## config.mk

```make
export PLATFORM = sky130hd
export DESIGN_NAME = psram_cfg_seq
export DESIGN_NICKNAME = d
export VERILOG_FILES = /design/src/rtl/psram_cfg_pkg.sv /design/src/rtl/psram_cfg_timer.sv /design/src/rtl/psram_cfg_addrgen.sv /design/src/rtl/psram_cfg_fsm.sv /design/src/rtl/psram_cfg_seq.sv
export SDC_FILE = /design/constraint.sdc
export NUM_CORES = 1
export LEC_CHECK = 0
export ABC_AREA = 0
export BUFFER_PORTS_ARGS = -buffer_cell sky130_fd_sc_hd__buf_4
export CAP_MARGIN = 5
export CORE_MARGIN = 3
export CORE_UTILIZATION = 53
export CTS_CLUSTER_DIAMETER = 120
export DETAILED_ROUTE_END_ITERATION = 6
export GPL_TIMING_DRIVEN = 0
export PLACE_DENSITY = 0.9
export SLEW_MARGIN = 5
export SYNTH_ARGS = -nofsm -noshare
export SYNTH_HDL_FRONTEND = slang
export SYNTH_SLANG_ARGS = --single-unit
```

## constraint.sdc

```tcl
create_clock -name clk -period 2.5 [get_ports clk]
set_input_delay 0.125 -clock clk [delete_from_list [all_inputs] [get_ports clk]]
set_output_delay 0.125 -clock clk [all_outputs]
set_load 0.05 [all_outputs]
```

## src/rtl/psram_cfg_pkg.sv

```systemverilog
package psram_cfg_pkg;

    typedef enum logic [2:0] {
        ST_IDLE,
        ST_BUS_ACT,
        ST_BUS_REC,
        ST_DPD_LOW,
        ST_DPD_HOLD,
        ST_DPD_WAKE
    } seq_state_t;

    localparam int N_BUS_CYC = 6;
    localparam int N_RD_CYC  = 2;
    localparam int LAST_IDX  = N_BUS_CYC - 1;
    localparam int IDX_W     = $clog2(N_BUS_CYC);

    function automatic int max2(input int a, input int b);
        return (a > b) ? a : b;
    endfunction

endpackage

```

## src/rtl/psram_cfg_timer.sv

```systemverilog
module psram_cfg_timer #(
    parameter int W = 8
) (
    input  logic         clk,
    input  logic         rst_n,
    input  logic         load,
    input  logic [W-1:0] load_val,
    output logic         zero
);
    logic [W-1:0] cnt_q;

    always_ff @(posedge clk or negedge rst_n) begin
        if (!rst_n) begin
            cnt_q <= '0;
        end else if (load) begin
            cnt_q <= load_val;
        end else if (cnt_q != '0) begin
            cnt_q <= cnt_q - 1'b1;
        end
    end

    assign zero = (cnt_q == '0);
endmodule

```

## src/rtl/psram_cfg_addrgen.sv

```systemverilog
module psram_cfg_addrgen
    import psram_cfg_pkg::*;
#(
    parameter int ADDR_W  = 23,
    parameter int SEL_LSB = 19
) (
    input  logic [IDX_W-1:0]  idx,
    input  logic [1:0]        sel,
    output logic [ADDR_W-1:0] addr
);
    localparam logic [ADDR_W-1:0] ALL_ONES = '1;
    localparam logic [ADDR_W-1:0] SEL_MASK = ADDR_W'(2'b11) << SEL_LSB;

    logic [ADDR_W-1:0] code_addr;

    always_comb begin
        code_addr = (ALL_ONES & ~SEL_MASK) | (ADDR_W'(sel) << SEL_LSB);
        addr      = (idx == IDX_W'(LAST_IDX)) ? code_addr : ALL_ONES;
    end
endmodule

```

## src/rtl/psram_cfg_fsm.sv

```systemverilog
module psram_cfg_fsm
    import psram_cfg_pkg::*;
#(
    parameter int          ADDR_W       = 23,
    parameter int          DATA_W       = 16,
    parameter int          CYC_CLKS     = 18,
    parameter int          HOLD_CLKS    = 3,
    parameter int          DPD_LOW_CLKS = 2500,
    parameter int          WAKE_CLKS    = 75000,
    parameter logic [1:0]  DEF_SEL      = 2'b11
) (
    input  logic              clk,
    input  logic              rst_n,
    input  logic              cfg_start,
    input  logic [1:0]        cfg_sel,
    input  logic              pd_enter,
    input  logic              pd_exit,
    input  logic [ADDR_W-1:0] cyc_addr,
    input  logic [DATA_W-1:0] mem_dq_in,
    output logic [IDX_W-1:0]  idx,
    output logic [1:0]        sel_lat,
    output logic              busy,
    output logic [1:0]        cfg_shadow,
    output logic [ADDR_W-1:0] mem_addr,
    output logic              mem_ce1_n,
    output logic              mem_ce2,
    output logic              mem_oe_n,
    output logic              mem_we_n,
    output logic              mem_lb_n,
    output logic              mem_ub_n,
    output logic [DATA_W-1:0] mem_dq_out,
    output logic              mem_dq_oe
);
    localparam int MAX_LEN = max2(max2(CYC_CLKS, HOLD_CLKS), max2(DPD_LOW_CLKS, WAKE_CLKS));
    localparam int TW      = $clog2(MAX_LEN + 1);
    localparam logic [TW-1:0] LD_CYC  = TW'(CYC_CLKS - 1);
    localparam logic [TW-1:0] LD_HOLD = TW'(HOLD_CLKS - 1);
    localparam logic [TW-1:0] LD_DPD  = TW'(DPD_LOW_CLKS - 1);
    localparam logic [TW-1:0] LD_WAKE = TW'(WAKE_CLKS - 1);

    seq_state_t        state_q, state_d;
    logic [IDX_W-1:0]  idx_q, idx_d;
    logic [1:0]        sel_q, shadow_q;
    logic [DATA_W-1:0] cap_q;
    logic              tmr_load, tmr_zero;
    logic [TW-1:0]     tmr_val;
    logic              is_read, last_cyc;

    psram_cfg_timer #(.W(TW)) u_timer (
        .clk      (clk),
        .rst_n    (rst_n),
        .load     (tmr_load),
        .load_val (tmr_val),
        .zero     (tmr_zero)
    );

    assign is_read  = (idx_q < IDX_W'(N_RD_CYC));
    assign last_cyc = (idx_q == IDX_W'(LAST_IDX));

    // Next-state and timer load decisions
    always_comb begin
        state_d  = state_q;
        idx_d    = idx_q;
        tmr_load = 1'b0;
        tmr_val  = '0;
        unique case (state_q)
            ST_IDLE: begin
                if (cfg_start) begin              // start (wins over pd_enter)
                    state_d  = ST_BUS_ACT;
                    idx_d    = '0;
                    tmr_load = 1'b1;
                    tmr_val  = LD_CYC;
                end else if (pd_enter) begin      // pd_enter
                    state_d  = ST_DPD_LOW;
                    tmr_load = 1'b1;
                    tmr_val  = LD_DPD;
                end
            end
            ST_BUS_ACT: begin
                if (tmr_zero) begin               // act_done
                    state_d  = ST_BUS_REC;
                    tmr_load = 1'b1;
                    tmr_val  = LD_HOLD;
                end
            end
            ST_BUS_REC: begin
                if (tmr_zero) begin
                    if (last_cyc) begin           // seq_done
                        state_d = ST_IDLE;
                    end else begin                // next_cycle
                        state_d  = ST_BUS_ACT;
                        idx_d    = idx_q + 1'b1;
                        tmr_load = 1'b1;
                        tmr_val  = LD_CYC;
                    end
                end
            end
            ST_DPD_LOW: begin
                if (tmr_zero) state_d = ST_DPD_HOLD;   // min_met
            end
            ST_DPD_HOLD: begin
                if (pd_exit) begin                // pd_exit
                    state_d  = ST_DPD_WAKE;
                    tmr_load = 1'b1;
                    tmr_val  = LD_WAKE;
                end
            end
            ST_DPD_WAKE: begin
                if (tmr_zero) state_d = ST_IDLE;  // wake_done
            end
            default: state_d = ST_IDLE;
        endcase
    end

    // State register
    always_ff @(posedge clk or negedge rst_n) begin
        if (!rst_n) begin
            state_q <= ST_IDLE;
            idx_q   <= '0;
        end else begin
            state_q <= state_d;
            idx_q   <= idx_d;
        end
    end

    // Setting latch, read capture and shadow copy
    always_ff @(posedge clk or negedge rst_n) begin
        if (!rst_n) begin
            sel_q    <= 2'b00;
            cap_q    <= '0;
            shadow_q <= DEF_SEL;
        end else begin
            if (state_q == ST_IDLE && cfg_start)
                sel_q <= cfg_sel;
            if (state_q == ST_BUS_ACT && idx_q == '0 && tmr_zero)
                cap_q <= mem_dq_in;
            if (state_q == ST_BUS_REC && last_cyc && tmr_zero)
                shadow_q <= sel_q;
            else if (state_q == ST_DPD_HOLD && pd_exit)
                shadow_q <= DEF_SEL;
        end
    end

    // Pin outputs decoded from registered state
    always_comb begin
        busy       = (state_q != ST_IDLE);
        mem_addr   = '0;
        mem_ce1_n  = 1'b1;
        mem_ce2    = 1'b1;
        mem_oe_n   = 1'b1;
        mem_we_n   = 1'b1;
        mem_lb_n   = 1'b1;
        mem_ub_n   = 1'b1;
        mem_dq_out = '0;
        mem_dq_oe  = 1'b0;
        unique case (state_q)
            ST_IDLE, ST_DPD_WAKE: ;
            ST_BUS_ACT: begin
                mem_addr   = cyc_addr;
                mem_ce1_n  = 1'b0;
                mem_oe_n   = !is_read;
                mem_we_n   = is_read;
                mem_lb_n   = 1'b0;
                mem_ub_n   = 1'b0;
                mem_dq_out = cap_q;
                mem_dq_oe  = !is_read;
            end
            ST_BUS_REC: begin
                mem_addr   = cyc_addr;
                mem_lb_n   = 1'b0;
                mem_ub_n   = 1'b0;
                mem_dq_out = cap_q;
                mem_dq_oe  = !is_read;
            end
            ST_DPD_LOW, ST_DPD_HOLD: mem_ce2 = 1'b0;
            default: ;
        endcase
    end

    assign idx        = idx_q;
    assign sel_lat    = sel_q;
    assign cfg_shadow = shadow_q;
endmodule

```

## src/rtl/psram_cfg_seq.sv

```systemverilog
module psram_cfg_seq
    import psram_cfg_pkg::*;
#(
    parameter int          ADDR_W       = 23,
    parameter int          DATA_W       = 16,
    parameter int          SEL_LSB      = 19,
    parameter int          CYC_CLKS     = 18,
    parameter int          HOLD_CLKS    = 3,
    parameter int          DPD_LOW_CLKS = 2500,
    parameter int          WAKE_CLKS    = 75000,
    parameter logic [1:0]  DEF_SEL      = 2'b11
) (
    input  logic              clk,
    input  logic              rst_n,
    input  logic              cfg_start,
    input  logic [1:0]        cfg_sel,
    input  logic              pd_enter,
    input  logic              pd_exit,
    output logic              busy,
    output logic [1:0]        cfg_shadow,
    output logic [ADDR_W-1:0] mem_addr,
    output logic              mem_ce1_n,
    output logic              mem_ce2,
    output logic              mem_oe_n,
    output logic              mem_we_n,
    output logic              mem_lb_n,
    output logic              mem_ub_n,
    output logic [DATA_W-1:0] mem_dq_out,
    output logic              mem_dq_oe,
    input  logic [DATA_W-1:0] mem_dq_in
);
    logic [IDX_W-1:0]  idx;
    logic [1:0]        sel_lat;
    logic [ADDR_W-1:0] cyc_addr;

    psram_cfg_addrgen #(.ADDR_W(ADDR_W), .SEL_LSB(SEL_LSB)) u_addrgen (
        .idx  (idx),
        .sel  (sel_lat),
        .addr (cyc_addr)
    );

    psram_cfg_fsm #(
        .ADDR_W       (ADDR_W),
        .DATA_W       (DATA_W),
        .CYC_CLKS     (CYC_CLKS),
        .HOLD_CLKS    (HOLD_CLKS),
        .DPD_LOW_CLKS (DPD_LOW_CLKS),
        .WAKE_CLKS    (WAKE_CLKS),
        .DEF_SEL      (DEF_SEL)
    ) u_fsm (
        .clk        (clk),
        .rst_n      (rst_n),
        .cfg_start  (cfg_start),
        .cfg_sel    (cfg_sel),
        .pd_enter   (pd_enter),
        .pd_exit    (pd_exit),
        .cyc_addr   (cyc_addr),
        .mem_dq_in  (mem_dq_in),
        .idx        (idx),
        .sel_lat    (sel_lat),
        .busy       (busy),
        .cfg_shadow (cfg_shadow),
        .mem_addr   (mem_addr),
        .mem_ce1_n  (mem_ce1_n),
        .mem_ce2    (mem_ce2),
        .mem_oe_n   (mem_oe_n),
        .mem_we_n   (mem_we_n),
        .mem_lb_n   (mem_lb_n),
        .mem_ub_n   (mem_ub_n),
        .mem_dq_out (mem_dq_out),
        .mem_dq_oe  (mem_dq_oe)
    );
endmodule

```

; ---- After elaboration in Yosys (flattened, before gate mapping)
; Index checks and enable logic that the tools add are counted.
[classes]
add_sub_neg = 2
n_mul = 0
div_mod_pow = 0
order_cmp = 1
eq_ne = 14
shift = 0
mux = 40
bitwise_logic = 0
reduce_logical = 19
[ops]
columns = operator, count
row1 = 17-bit 2-to-1 mux, 5
row2 = 17-bit case mux with 4 select lines, 1
row3 = 3-bit 2-to-1 mux, 10
row4 = 23-bit 2-to-1 mux, 1
row5 = 21-bit 2-to-1 mux, 1
row6 = 3-bit case mux with 6 select lines, 1
row7 = 17-bit zero test, 1
row8 = 17-bit nonzero test, 1
row9 = 17-bit by 1-bit subtractor with 17-bit output (second input constant), 1
row10 = 16-bit 2-to-1 mux, 1
row11 = 1-bit 2-to-1 mux, 13
row12 = 12-bit 2-to-1 mux, 1
row13 = 3-bit == test (second input constant), 3
row14 = 2-bit by 1-bit inequality test with 1-bit output (second input constant), 4
row15 = 3-bit by 2-bit == test with 1-bit output (second input constant), 2
row16 = 1-bit logical AND, 6
row17 = 3-bit zero test, 2
row18 = 2-bit 2-to-1 mux, 3
row19 = 2-bit inequality test (second input constant), 3
row20 = 3-bit case mux with 2 select lines, 1
row21 = 6-bit AND reduction, 1
row22 = 2-bit nonzero test, 3
row23 = 5-bit 2-to-1 mux, 1
row24 = 1-bit case mux with 4 select lines, 1
row25 = other kinds (8), 9
[word_totals]
ff_bits = 43
latch_bits = 0
ram_bits = 0
mem_bits_ro = 0
in_bits = 23
out_inout_bits = 49
wordCells = 82
memories = 0

; ---- Depth between registers and ports, before layout
; Gate-level depths: netlist of the first run.
[logic_depth]
word_depth = 5
depth_mapped = 8
mapped_depth_nobuf = 6

; ---- Modules after synthesis
; Synthesis of the first run repeated with hierarchy kept, for this count alone.
[hier_totals]
hier_cells = 292
area_unflattened_um2 = 2864.0
[by_module_without_submodules]
columns = mod, instances, cells_per_inst, area_per_inst_um2, seq_area_each_um2
row1 = psram_cfg_fsm, 1, 159, 1646.6, 653.1
row2 = psram_cfg_timer, 1, 109, 1033.5, 425.4
row3 = psram_cfg_addrgen, 1, 24, 183.9, 0.0

; ---- Worst setup path before layout of the first run
; OpenSTA, ideal clock, no wires.
[synth_timing]
kind = reg2out
start = reg u_fsm.state_q[1]
end = out mem_addr[10]
arrival_ns = 2.568
path_slack_ns = -0.193
stages_incl_launch_ff = 7
n_path_buf = 3
path_cell_list = dfrtp_1 -> clkbuf_1 -> nor3b_1 -> nor2_1 -> clkbuf_1 -> inv_1 -> buf_4
[synth_between]
elab_chain_len = 3
[synth_lines]
columns = element, line_no
row1 = start: declaration, psram_cfg_fsm.sv:41  ; seq_state_t state_q, state_d;
row2 = start signal: assignment, psram_cfg_fsm.sv:121  ; state_q <= state_d;
row3 = 3-bit by 2-bit == test with 1-bit output or 3-bit by 1-bit == test with 1-bit output (tied branches), psram_cfg_fsm.sv:156  ; unique case (state_q)
row4 = 2-bit OR reduction (no source line) (*), n/a
row5 = 23-bit 2-to-1 mux (*), psram_cfg_fsm.sv:156
row6 = end: declaration, psram_cfg_seq.sv:21  ; output logic [ADDR_W-1:0] mem_addr,
; Mark *: on every way between the ends. The rest lies on a longest branch, timed or not.

; ---- Final worst setup path of the first run
[layout_timing]
start = reg u_fsm.u_timer.cnt_q[0]
end = reg u_fsm.cap_q[12]
[layout_between]
elab_chain_len = 2
[layout_lines]
columns = element, line_no
row1 = start: declaration, psram_cfg_timer.sv:10  ; logic [W-1:0] cnt_q;
row2 = start signal: assignment, psram_cfg_timer.sv:16  ; cnt_q <= load_val;
row3 = start signal: assignment, psram_cfg_timer.sv:18  ; cnt_q <= cnt_q - 1'b1;
row4 = 17-bit zero test, psram_cfg_timer.sv:22  ; assign zero = (cnt_q == '0);
row5 = 1-bit logical AND, psram_cfg_fsm.sv:135  ; if (state_q == ST_BUS_ACT && idx_q == '0 && tmr_zero)
row6 = end signal: assignment, psram_cfg_fsm.sv:136  ; cap_q <= mem_dq_in;
row7 = end: declaration, psram_cfg_fsm.sv:44  ; logic [DATA_W-1:0] cap_q;
; Every way passes these cells.
; A chain may end at the register's enable or synchronous reset.

==> results of run 1 <==
worst reg2reg max path, delay by kind of cell, from the launching register on:
kind / cells / cell delay, ns
buffers and inverters: 2 / 0.35
adder cells (fa/ha/maj): 1 / 0.19
multiplexers: 1 / 0.34
AND/OR/NAND/NOR: 3 / 0.99
flip-flops: 1 / 0.43
per-layer routing:
layer  vias up  share of wire (%)
met5         -                  0
met2        85                 53
met4         0                1.7
li1       1095                  -
met3        11                5.9
met1      1111                 39
logic make-up (layout without fill, tap and decap cells):
| logic type | after synthesis | after routing | share of synthesized area (%) |
|---|---|---|---|
| AND/OR/NAND/NOR | 91 | 91 | 21.1 |
| adder cells (fa/ha/maj) | 5 | 5 | 2.39 |
| buffers and inverters | 48 | 130 | 10.6 |
| AO/OA/AOI/OAI | 48 | 48 | 13.3 |
| flip-flops | 43 | 43 | 41.1 |
| XOR/XNOR | 4 | 4 | 1.34 |
| multiplexers | 24 | 24 | 10.1 |
where the power goes:
group | switching (µW) | total [µW] | internal (µW)
Clock | 236 | 432 | 195
Sequential | 5.57 | 714 | 708
Combinational | 81.0 | 135 | 53.8
Total | 323 | 1280 | 957
timing repair:
action,in CTS,in global routing
hold buffers,1,0
gates resized for setup,5,9
hold endpoints to repair,41,0
gates cloned,1,0
pin swaps,1,2
buffers inserted,1,1
setup endpoints to repair,36,47
flip-flops by register name, indices dropped and copies added (netlist names):
| name | flops |
|---|---|
| u_fsm.cap_q | 16 |
| u_fsm.cfg_shadow | 2 |
| u_fsm.idx | 3 |
| u_fsm.sel_lat | 2 |
| u_fsm.state_q | 3 |
| u_fsm.u_timer.cnt_q | 17 |
synth_stat cells (all sizes together), types with 3 or more instances:
cell	instances	area, µm²
dfrtp	41	1030
buf	26	195
mux2	19	214
nor2b	19	119
nand2	13	48.8
clkbuf	12	46.3
nor2	12	45.0
inv	10	37.5
a21oi	9	45.0
o21ai	9	45.0
nand3	7	35.0
or4	7	56.3
a211oi	6	45.0
nor3	6	30.0
ha	5	62.6
mux2i	5	50.1
nor4	5	43.8
a221oi	4	47.6
o31ai	4	30.0
o41ai	4	35.0
and2	3	18.8
or2	3	18.8
or3	3	18.8
cell type report:
class / instances / area [µm²]
flip-flops and latches: 43 / 1080
inverters: 10 / 41.3
clock buffers: 6 / 72.6
clock inverters: 2 / 12.5
plain buffers: 37 / 251
repair buffers: 74 / 558
multi-input cells: 172 / 1280
well taps: 65 / 81.3
fillers: 338 / 1180
repair inverters: 1 / 7.51
stage by stage:
stage | setup TNS [ns] | util, % | hold WS [ns] | worst slack [ns] | power (µW)
3_5_place_dp | -0.0263 | 71.0 | 0.146 | -0.0151 | 863
4_1_cts | 0 | 73.7 | 0.0455 | 0.00726 | 1290
5_1_grt | -0.000202 | 74.2 | 0.0440 | -0.000202 | 1330
2_1_floorplan | 0 | - | -0.171 | 0.141 | 795
6_report | 0 | 74.2 | 0.0461 | 0.0842 | 1280
3_3_place_gp | 0 | 71.0 | 0.146 | 0.0932 | 859
final timing paths:
check	end	slack (ns)
max in group asynchronous	u_fsm.cfg_shadow[0]	1.76
worst max register to register	u_fsm.cap_q[12]	0.08
worst min-delay path	u_fsm.cap_q[6]	0.05
worst max-delay path	u_fsm.cap_q[12]	0.08
min in group asynchronous	u_fsm.u_timer.cnt_q[6]	0.36
worst min register to register	u_fsm.cap_q[9]	0.48
==> impl_metrics.env, run 1 <==
export IMPL_hold_violations=0
export IMPL_critPathMaxStageDelay_ns=0.43
export IMPL_nets=372
export IMPL_h_tree_depth=2
export IMPL_maxCapViolCount=0
export IMPL_met1_usage_pct=27.3
export IMPL_avgSynthCellArea_um2=9.97
export IMPL_antenna_found_initial=0
export IMPL_drv_slew=0
export IMPL_grt_usage_pct=22.3
export IMPL_synthArstFlopShare_pct=100
export IMPL_instances_no_fill=410
export IMPL_final_common_cell="buf_4"
export IMPL_min_path_cells=2
export IMPL_die_y_um=76.3
export IMPL_grt_max_degree=44
export IMPL_dieArea_um2=5830
export IMPL_min_delay_start="mem_dq_in[6]"
export IMPL_ys_ff_latch=43
export IMPL_crit_required_ns=2.68
export IMPL_synthFlopType="dfrtp_1"
export IMPL_fin_area_um2=3390
export IMPL_netlist_instances=263
export IMPL_grt_pass1_wl_um=10700
export IMPL_die_x_um=76.3
export IMPL_fin_crit_ns=2.42
export IMPL_grt_ovfl_total=0
export IMPL_clock_sinks=43
export IMPL_cts_tree="done"
export IMPL_rr_worst_depth=7
export IMPL_clock_latency_ns=0.29
export IMPL_worst_ep_arrival_time_ns=2.59
export IMPL_criticalPathCategory="flop to flop"
export IMPL_wl_um=6420
export IMPL_ys_seq_area_share_pct=41.1
export IMPL_cts_path_max_buffers=2
export IMPL_finalWeightedCongestion=0.876
export IMPL_rows=24
export IMPL_synth_cell_type_count=54
export IMPL_cts_buffers=5
export IMPL_cp_slowest_cell="dfrtp_1"
export IMPL_ir_drop_v=0.000519
export IMPL_crit_family="simple AND/OR/NAND/NOR gates"
export IMPL_path_cells="inv_1 -> ha_1 -> nor4b_1 -> nand4_1 -> nor4b_4 -> buf_6 -> mux2_1"
export IMPL_hold_class="input pin to flop"
export IMPL_place_hpwl_um=4670
export IMPL_fmax_mhz=414
export IMPL_clock_skew_final_ns=0.00742
export IMPL_syn_cell_area_um2=2620
export IMPL_port_buffers=71
export IMPL_clk_pin_slew_ns=0.08
export IMPL_cts_root_buf="clkbuf_8"
export IMPL_p_per_area_nw_per_um2=378
export IMPL_first_global_vias=2266
export IMPL_cp_max_fo=10
export IMPL_vias=2302
export IMPL_start_kind="flop"
export IMPL_startpoint="u_fsm.u_timer.cnt_q[0]"
export IMPL_wl_per_cell_um=15.7
export IMPL_worst_pin_slew_ns=0.834
export IMPL_start_util_pct=57.4
export IMPL_num_antenna_cells=0
export IMPL_place_area_um2=3240
export IMPL_ioPinCount=72
export IMPL_setup_viol=0
export IMPL_firstDrtPassIters=5
export IMPL_synth_warnings=0
export IMPL_core_um2=4560
export IMPL_met3_usage_pct=3.31
export IMPL_cp_depth=7
export IMPL_period_share_pct=96.6
export IMPL_outcome="complete, no violations"
export IMPL_p_leak_uw=0.00157
export IMPL_drc=0
export IMPL_r2r_start="u_fsm.u_timer.cnt_q[0]"
export IMPL_synth_edf_count=0
export IMPL_synth_fp_nets=291
export IMPL_syn_to_final_growth_pct=29.3
export IMPL_viasPerCell=5.61
export IMPL_dp_cells=399
export IMPL_cp_num_buf_inv=2
export IMPL_mostFrequentLayoutCells="95 x buf_4, 41 x dfrtp_1, 19 x nor2b_1, 13 x nand2_1, 12 x nor2_1"
export IMPL_gr_usage_met2_pct=39.3
export IMPL_end_kind="flop"
export IMPL_first_iter_violations=178
export IMPL_postRouteAntennaNets=0
export IMPL_drive_gt1_share_pct=39.4
export IMPL_relSlewSlack_pct=43.5
export IMPL_grt_busiest_layer="met2"
Power figures use the tool's default switching activity.
==> run 2: changes to the inputs <==
--- a/config.mk
+++ b/config.mk
@@ -10,6 +10,7 @@
 export CAP_MARGIN = 5
 export CORE_MARGIN = 3
 export CORE_UTILIZATION = 53
+export CTS_BUF_LIST = sky130_fd_sc_hd__clkbuf_16
 export CTS_CLUSTER_DIAMETER = 120
 export DETAILED_ROUTE_END_ITERATION = 6
 export GPL_TIMING_DRIVEN = 0
==> run 2 against run 1 <==
  * Critical path type unchanged
  * Combinational power hardly changed
  * Core utilization is 1.1 points higher
  * Global-route usage is 0.62 points higher
  * Power is 14% higher
  * Die area stayed put
  * Via count is 0.39% lower
==> impl_metrics.env, run 2 (synthesis results as in run 1) <==
export IMPL_core_um2=4560
export IMPL_end_kind="flop"
export IMPL_pwr_share_seq_pct=48.8
export IMPL_instances_no_fill=410
export IMPL_fmax_mhz=418
export IMPL_dp_cells=399
export IMPL_switching_share_pct=23.1
export IMPL_grt_pass1_wl_um=11000
export IMPL_cp_slowest_cell="nor4_2"
export IMPL_multiInputGateArea_um2=1280
export IMPL_largest_register="u_fsm.u_timer.cnt_q"
export IMPL_setup_viol=0
export IMPL_vias=2293
export IMPL_cts_path_max_buffers=2
export IMPL_seq_area_um2=1080
export IMPL_maxCapViolCount=0
export IMPL_finalSetupTns_ns=0
export IMPL_worst_pin_slew_ns=0.977
export IMPL_cts_tree="done"
export IMPL_place_hpwl_um=4670
export IMPL_drv_slew=0
export IMPL_fin_util_pct=75.3
export IMPL_r2r_start="u_fsm.u_timer.cnt_q[8]"
export IMPL_antenna_found_initial=0
export IMPL_largest_registers="u_fsm.u_timer.cnt_q (17), u_fsm.cap_q (16)"
export IMPL_relSlewSlack_pct=33.8
export IMPL_p_per_area_nw_per_um2=426
export IMPL_rrSetupSlack_ns=0.11
export IMPL_port_buffers=71
export IMPL_clock_sinks=43
export IMPL_rows=24
export IMPL_rsz0062_at_grt="no"
export IMPL_finalPower_uw=1470
export IMPL_die_x_um=76.3
export IMPL_drive_gt1_share_pct=40.0
export IMPL_fin_crit_ns=2.39
export IMPL_finalWeightedCongestion=0.876
export IMPL_outcome="complete, no violations"
export IMPL_cp_max_fo=10
export IMPL_hold_class="input pin to flop"
export IMPL_wl_um=6580
export IMPL_die_y_um=76.3
export IMPL_first_iter_violations=210
export IMPL_num_antenna_cells=0
export IMPL_path_cells="clkbuf_1 -> nor4_2 -> nand4_1 -> clkbuf_2 -> o31ai_2 -> clkbuf_4 -> a211oi_1"
export IMPL_drc=0
export IMPL_crit_family="buffers and inverters"
export IMPL_syn_to_final_growth_pct=31.2
export IMPL_grt_ovfl_total=0
export IMPL_grt_max_degree=44
export IMPL_clk_pin_slew_ns=0.06
export IMPL_final_common_cell="buf_4"
export IMPL_period_share_pct=95.7
export IMPL_criticalPathCategory="flop to flop"
export IMPL_pre_cts_ws_ns=-0.0151
export IMPL_r2r_end="u_fsm.u_timer.cnt_q[5]"
export IMPL_firstDrtPassIters=4
export IMPL_worst_ep_arrival_time_ns=2.51
export IMPL_fillers=329
export IMPL_internal_power_uw=1130
export IMPL_clock_latency_ns=0.28
export IMPL_dieArea_um2=5830
export IMPL_ir_drop_v=0.000681
export IMPL_hold_violations=0
export IMPL_min_delay_start="mem_dq_in[6]"
export IMPL_power_share_clock_pct=42.1
export IMPL_first_global_vias=2293
export IMPL_cp_num_buf_inv=3
export IMPL_largest_register_ffs=17
export IMPL_crit_required_ns=2.62
export IMPL_nets=372
export IMPL_grt_usage_pct=22.9
export IMPL_p_switching_uw=338
export IMPL_whs_endpoint="u_fsm.cap_q[6]"
export IMPL_wl_per_cell_um=16.0
export IMPL_start_util_pct=57.4
export IMPL_mostFrequentLayoutCells="93 x buf_4, 41 x dfrtp_1, 19 x nor2b_1, 13 x nand2_1, 12 x nor2_1"
export IMPL_h_tree_depth=2
export IMPL_clock_skew_final_ns=0.00411
export IMPL_postRouteAntennaNets=0
export IMPL_min_path_cells=2
export IMPL_p_leak_uw=0.00161
export IMPL_rr_worst_depth=7
export IMPL_viasPerCell=5.59
export IMPL_critPathMaxStageDelay_ns=0.43
export IMPL_cts_buffers=5
export IMPL_setup_ws_ns=0.108
export IMPL_ioPinCount=72
export IMPL_start_kind="flop"
export IMPL_cts_root_buf="clkbuf_16"
export IMPL_p_comb_share_pct=9.2
[run 2: worst max path at each step]
stage / end / start / cells after the start
final: u_fsm.u_timer.cnt_q[5] / u_fsm.u_timer.cnt_q[8] / 7
after CTS: mem_addr[2] / u_fsm.state_q[1] / 7
after floorplan: mem_addr[19] / u_fsm.state_q[1] / 5
after detailed placement: u_fsm.u_timer.cnt_q[5] / u_fsm.u_timer.cnt_q[0] / 8
after global routing: u_fsm.u_timer.cnt_q[5] / u_fsm.u_timer.cnt_q[8] / 7
after global placement: u_fsm.cap_q[15] / u_fsm.u_timer.cnt_q[8] / 6
[run 2: power groups by stage]
stage / combinational [µW] / clock [µW] / sequential (µW)
finish: 134 / 616 / 715
global route: 144 / 663 / 716
CTS: 136 / 621 / 715
detailed placement: 135 / 0 / 727
global placement: 133 / 0 / 726
floorplan: 69.3 / 0 / 725
[run 2: area by class of cell]
class	instances	area share (%)
buffer	38	7.35
clock buffer	5	3.64
clock inverter	3	0.473
inverter	10	1.20
multi-input combinational	172	37.4
sequential	43	31.4
tap	65	2.37
timing repair buffer	73	16.0
timing repair inverter	1	0.218
[run 2: what timing repair did]
action | CTS | global route
pin swaps | 1 | 0
setup buffers | 1 | 0
setup endpoints to repair | 31 | 69
resized for setup | 3 | 12
hold buffers | 1 | 0
gates cloned | 1 | 0
hold endpoints to repair | 41 | 0
[run 2: layer usage]
metal	global-route usage (%)	wire length, µm	share of wire, %
met1	27.6	2560	39
met3	4.14	428	6.5
met4	5.62	99	1.5
met2	41.9	3490	53
met5	0	0	0
[run 2: stage by stage]
step                      cell area (µm²)  hold slack [ns]
after floorplan                      2630           -0.171
after global placement               3240            0.146
after detailed placement             3240            0.146
after CTS                            3410           0.0648
after global routing                 3440           0.0608
final                                3440           0.0635
[run 2: worst register-to-register path: cells and delay by family, from the launching register on]
kind / cells / cell delay [ns]
compound gates: 2 / 0.42
simple gates: 2 / 0.70
flops: 1 / 0.36
buf+inv: 3 / 0.76
==> run 3: changes to the inputs <==
--- a/config.mk
+++ b/config.mk
@@ -9,12 +9,12 @@
 export BUFFER_PORTS_ARGS = -buffer_cell sky130_fd_sc_hd__buf_4
 export CAP_MARGIN = 5
 export CORE_MARGIN = 3
-export CORE_UTILIZATION = 53
+export CORE_UTILIZATION = 30
 export CTS_BUF_LIST = sky130_fd_sc_hd__clkbuf_16
 export CTS_CLUSTER_DIAMETER = 120
 export DETAILED_ROUTE_END_ITERATION = 6
 export GPL_TIMING_DRIVEN = 0
-export PLACE_DENSITY = 0.9
+export PLACE_DENSITY = 0.6
 export SLEW_MARGIN = 5
 export SYNTH_ARGS = -nofsm -noshare
 export SYNTH_HDL_FRONTEND = slang
==> run 3 against run 2 <==
  * First-iteration DRC count decreased by 60%
  * Largest cell class unchanged
  * Critical path depth increased by 1
  * Hold slack got worse by 0.011 ns
  * Cell count increased by 10%
  * Power increased by 2.8%
  * Clock power increased by 6.7%
  * Register-to-register slack improved by 0.04 ns
  * Wire length decreased by 2.5%
  * Highest routed layer unchanged
  * Combinational power about the same
  * Maximum frequency increased by 1.8%
  * Flip-flop and latch count unchanged
==> impl_metrics.env, run 3 (synthesis results as in run 1) <==
export IMPL_endpoint="u_fsm.cap_q[14]"
export IMPL_worst_pin_slew_ns=0.691
export IMPL_wl_um=6420
export IMPL_fillers=833
export IMPL_end_kind="flop"
export IMPL_drive_gt1_share_pct=40.5
export IMPL_maxCapViolCount=0
export IMPL_rows=33
export IMPL_rr_worst_depth=8
export IMPL_dieArea_um2=9900
export IMPL_relSlewSlack_pct=53.6
export IMPL_largest_registers="u_fsm.u_timer.cnt_q (17), u_fsm.cap_q (16)"
export IMPL_setup_viol=0
export IMPL_hold_violations=0
export IMPL_p_leak_uw=0.00162
export IMPL_firstDrtPassIters=4
export IMPL_start_util_pct=31.4
export IMPL_met1_usage_pct=17.9
export IMPL_nets=375
export IMPL_drv_slew=0
export IMPL_clk_pin_slew_ns=0.06
export IMPL_startpoint="u_fsm.u_timer.cnt_q[0]"
export IMPL_grt_pass1_wl_um=10800
export IMPL_start_kind="flop"
export IMPL_worst_ep_arrival_time_ns=2.51
export IMPL_hold_class="input pin to flop"
export IMPL_clock_latency_ns=0.29
export IMPL_largest_register="u_fsm.u_timer.cnt_q"
export IMPL_grt_ovfl_total=0
export IMPL_cp_slowest_cell="dfrtp_1"
export IMPL_num_antenna_cells=0
export IMPL_grt_busiest_layer="met2"
export IMPL_first_iter_violations=83
export IMPL_fin_area_um2=3520
export IMPL_vias=2250
export IMPL_r2r_end="u_fsm.cap_q[14]"
export IMPL_final_common_cell="buf_4"
export IMPL_cts_buffers=5
export IMPL_grt_max_degree=44
export IMPL_crit_required_ns=2.66
export IMPL_ir_drop_v=0.000315
export IMPL_h_tree_depth=2
export IMPL_viasPerCell=4.97
export IMPL_outcome="complete, no violations"
export IMPL_r2r_start="u_fsm.u_timer.cnt_q[0]"
export IMPL_met3_usage_pct=2.73
export IMPL_cp_num_buf_inv=3
export IMPL_port_buffers=71
export IMPL_crit_family="simple AND/OR/NAND/NOR gates"
export IMPL_mostFrequentLayoutCells="96 x buf_4, 41 x dfrtp_1, 19 x nor2b_1, 13 x nand2_1, 12 x nor2_1"
export IMPL_finalWeightedCongestion=0.798
export IMPL_fmax_mhz=426
export IMPL_antenna_found_initial=0
export IMPL_cts_path_max_buffers=2
export IMPL_clock_skew_final_ns=0.00355
export IMPL_clock_sinks=43
export IMPL_pre_cts_ws_ns=-0.00821
export IMPL_largest_register_ffs=17
export IMPL_gr_usage_met2_pct=22.1
export IMPL_cp_depth=8
export IMPL_wl_per_cell_um=14.2
export IMPL_period_share_pct=94.0
export IMPL_ioPinCount=72
export IMPL_setup_ws_ns=0.151
export IMPL_cts_tree="done"
export IMPL_path_cells="inv_1 -> ha_1 -> nor4b_2 -> nand4_1 -> buf_4 -> nor4b_4 -> buf_6 -> mux2_1"
export IMPL_first_global_vias=2216
export IMPL_postRouteAntennaNets=0
export IMPL_critPathMaxStageDelay_ns=0.43
export IMPL_die_y_um=99.5
export IMPL_p_per_area_nw_per_um2=428
export IMPL_rrSetupSlack_ns=0.15
export IMPL_grt_usage_pct=13.4
export IMPL_cts_root_buf="clkbuf_16"
export IMPL_criticalPathCategory="flop to flop"
export IMPL_die_x_um=99.5
export IMPL_place_hpwl_um=4690
export IMPL_syn_to_final_growth_pct=34.3
export IMPL_drc=0
export IMPL_fin_crit_ns=2.35
export IMPL_core_um2=8340
export IMPL_cp_max_fo=10
export IMPL_place_area_um2=3290
-- run 3: metal layers --
layer,vias up,routed length (µm)
met4,0,61
li1,1102,-
met2,70,3140
met1,1074,2910
met5,-,0
met3,4,305
-- run 3: repair_timing --
item,CTS,global route
pin swaps,1,0
hold buffers,1,0
endpoints found under the hold margin,41,0
setup buffers,2,1
resized for setup,3,13
setup endpoints to repair,30,55
gates cloned,1,0
-- run 3: cell type report --
class / count / area [µm²] / share of cell area (%)
Clock buffer: 5 / 125 / 3.55
Timing Repair Buffer: 76 / 571 / 16.2
Tap cell: 105 / 131 / 3.73
Multi-Input combinational cell: 172 / 1290 / 36.6
Timing Repair inverter: 1 / 7.51 / 0.213
Buffer: 38 / 253 / 7.18
Sequential cell: 43 / 1080 / 30.6
Clock inverter: 3 / 23.8 / 0.675
Inverter: 10 / 41.3 / 1.17
-- run 3: power by group --
group	switching, µW	internal, µW	total [µW]
clock network	284	373	657
registers	5.16	709	714
logic	80.9	53.7	135
total	370	1140	1510
-- run 3: per-stage QoR --
step                setup TNS, ns  cells  total power (µW)  hold WS (ns)  utilization [%]
floorplan                       0    263               795        -0.171                -
global placement                0    439               862         0.169             39.5
detailed placement        -0.0148    439               864         0.168             39.5
CTS                             0    451              1530        0.0471             41.7
global route              -0.0148    453              1560        0.0557             42.2
finish                          0    453              1510        0.0526             42.2
-- run 3: worst min path at each step --
stage	start	endpoint	slack, ns	depth (start not counted)
floorplan	rst_n	u_fsm.cap_q[0]	-0.17	0
global placement	rst_n	u_fsm.state_q[1]	0.17	1
detailed placement	rst_n	u_fsm.state_q[2]	0.17	1
CTS	mem_dq_in[12]	u_fsm.cap_q[12]	0.05	2
global route	mem_dq_in[11]	u_fsm.cap_q[11]	0.06	2
finish	mem_dq_in[12]	u_fsm.cap_q[12]	0.05	2
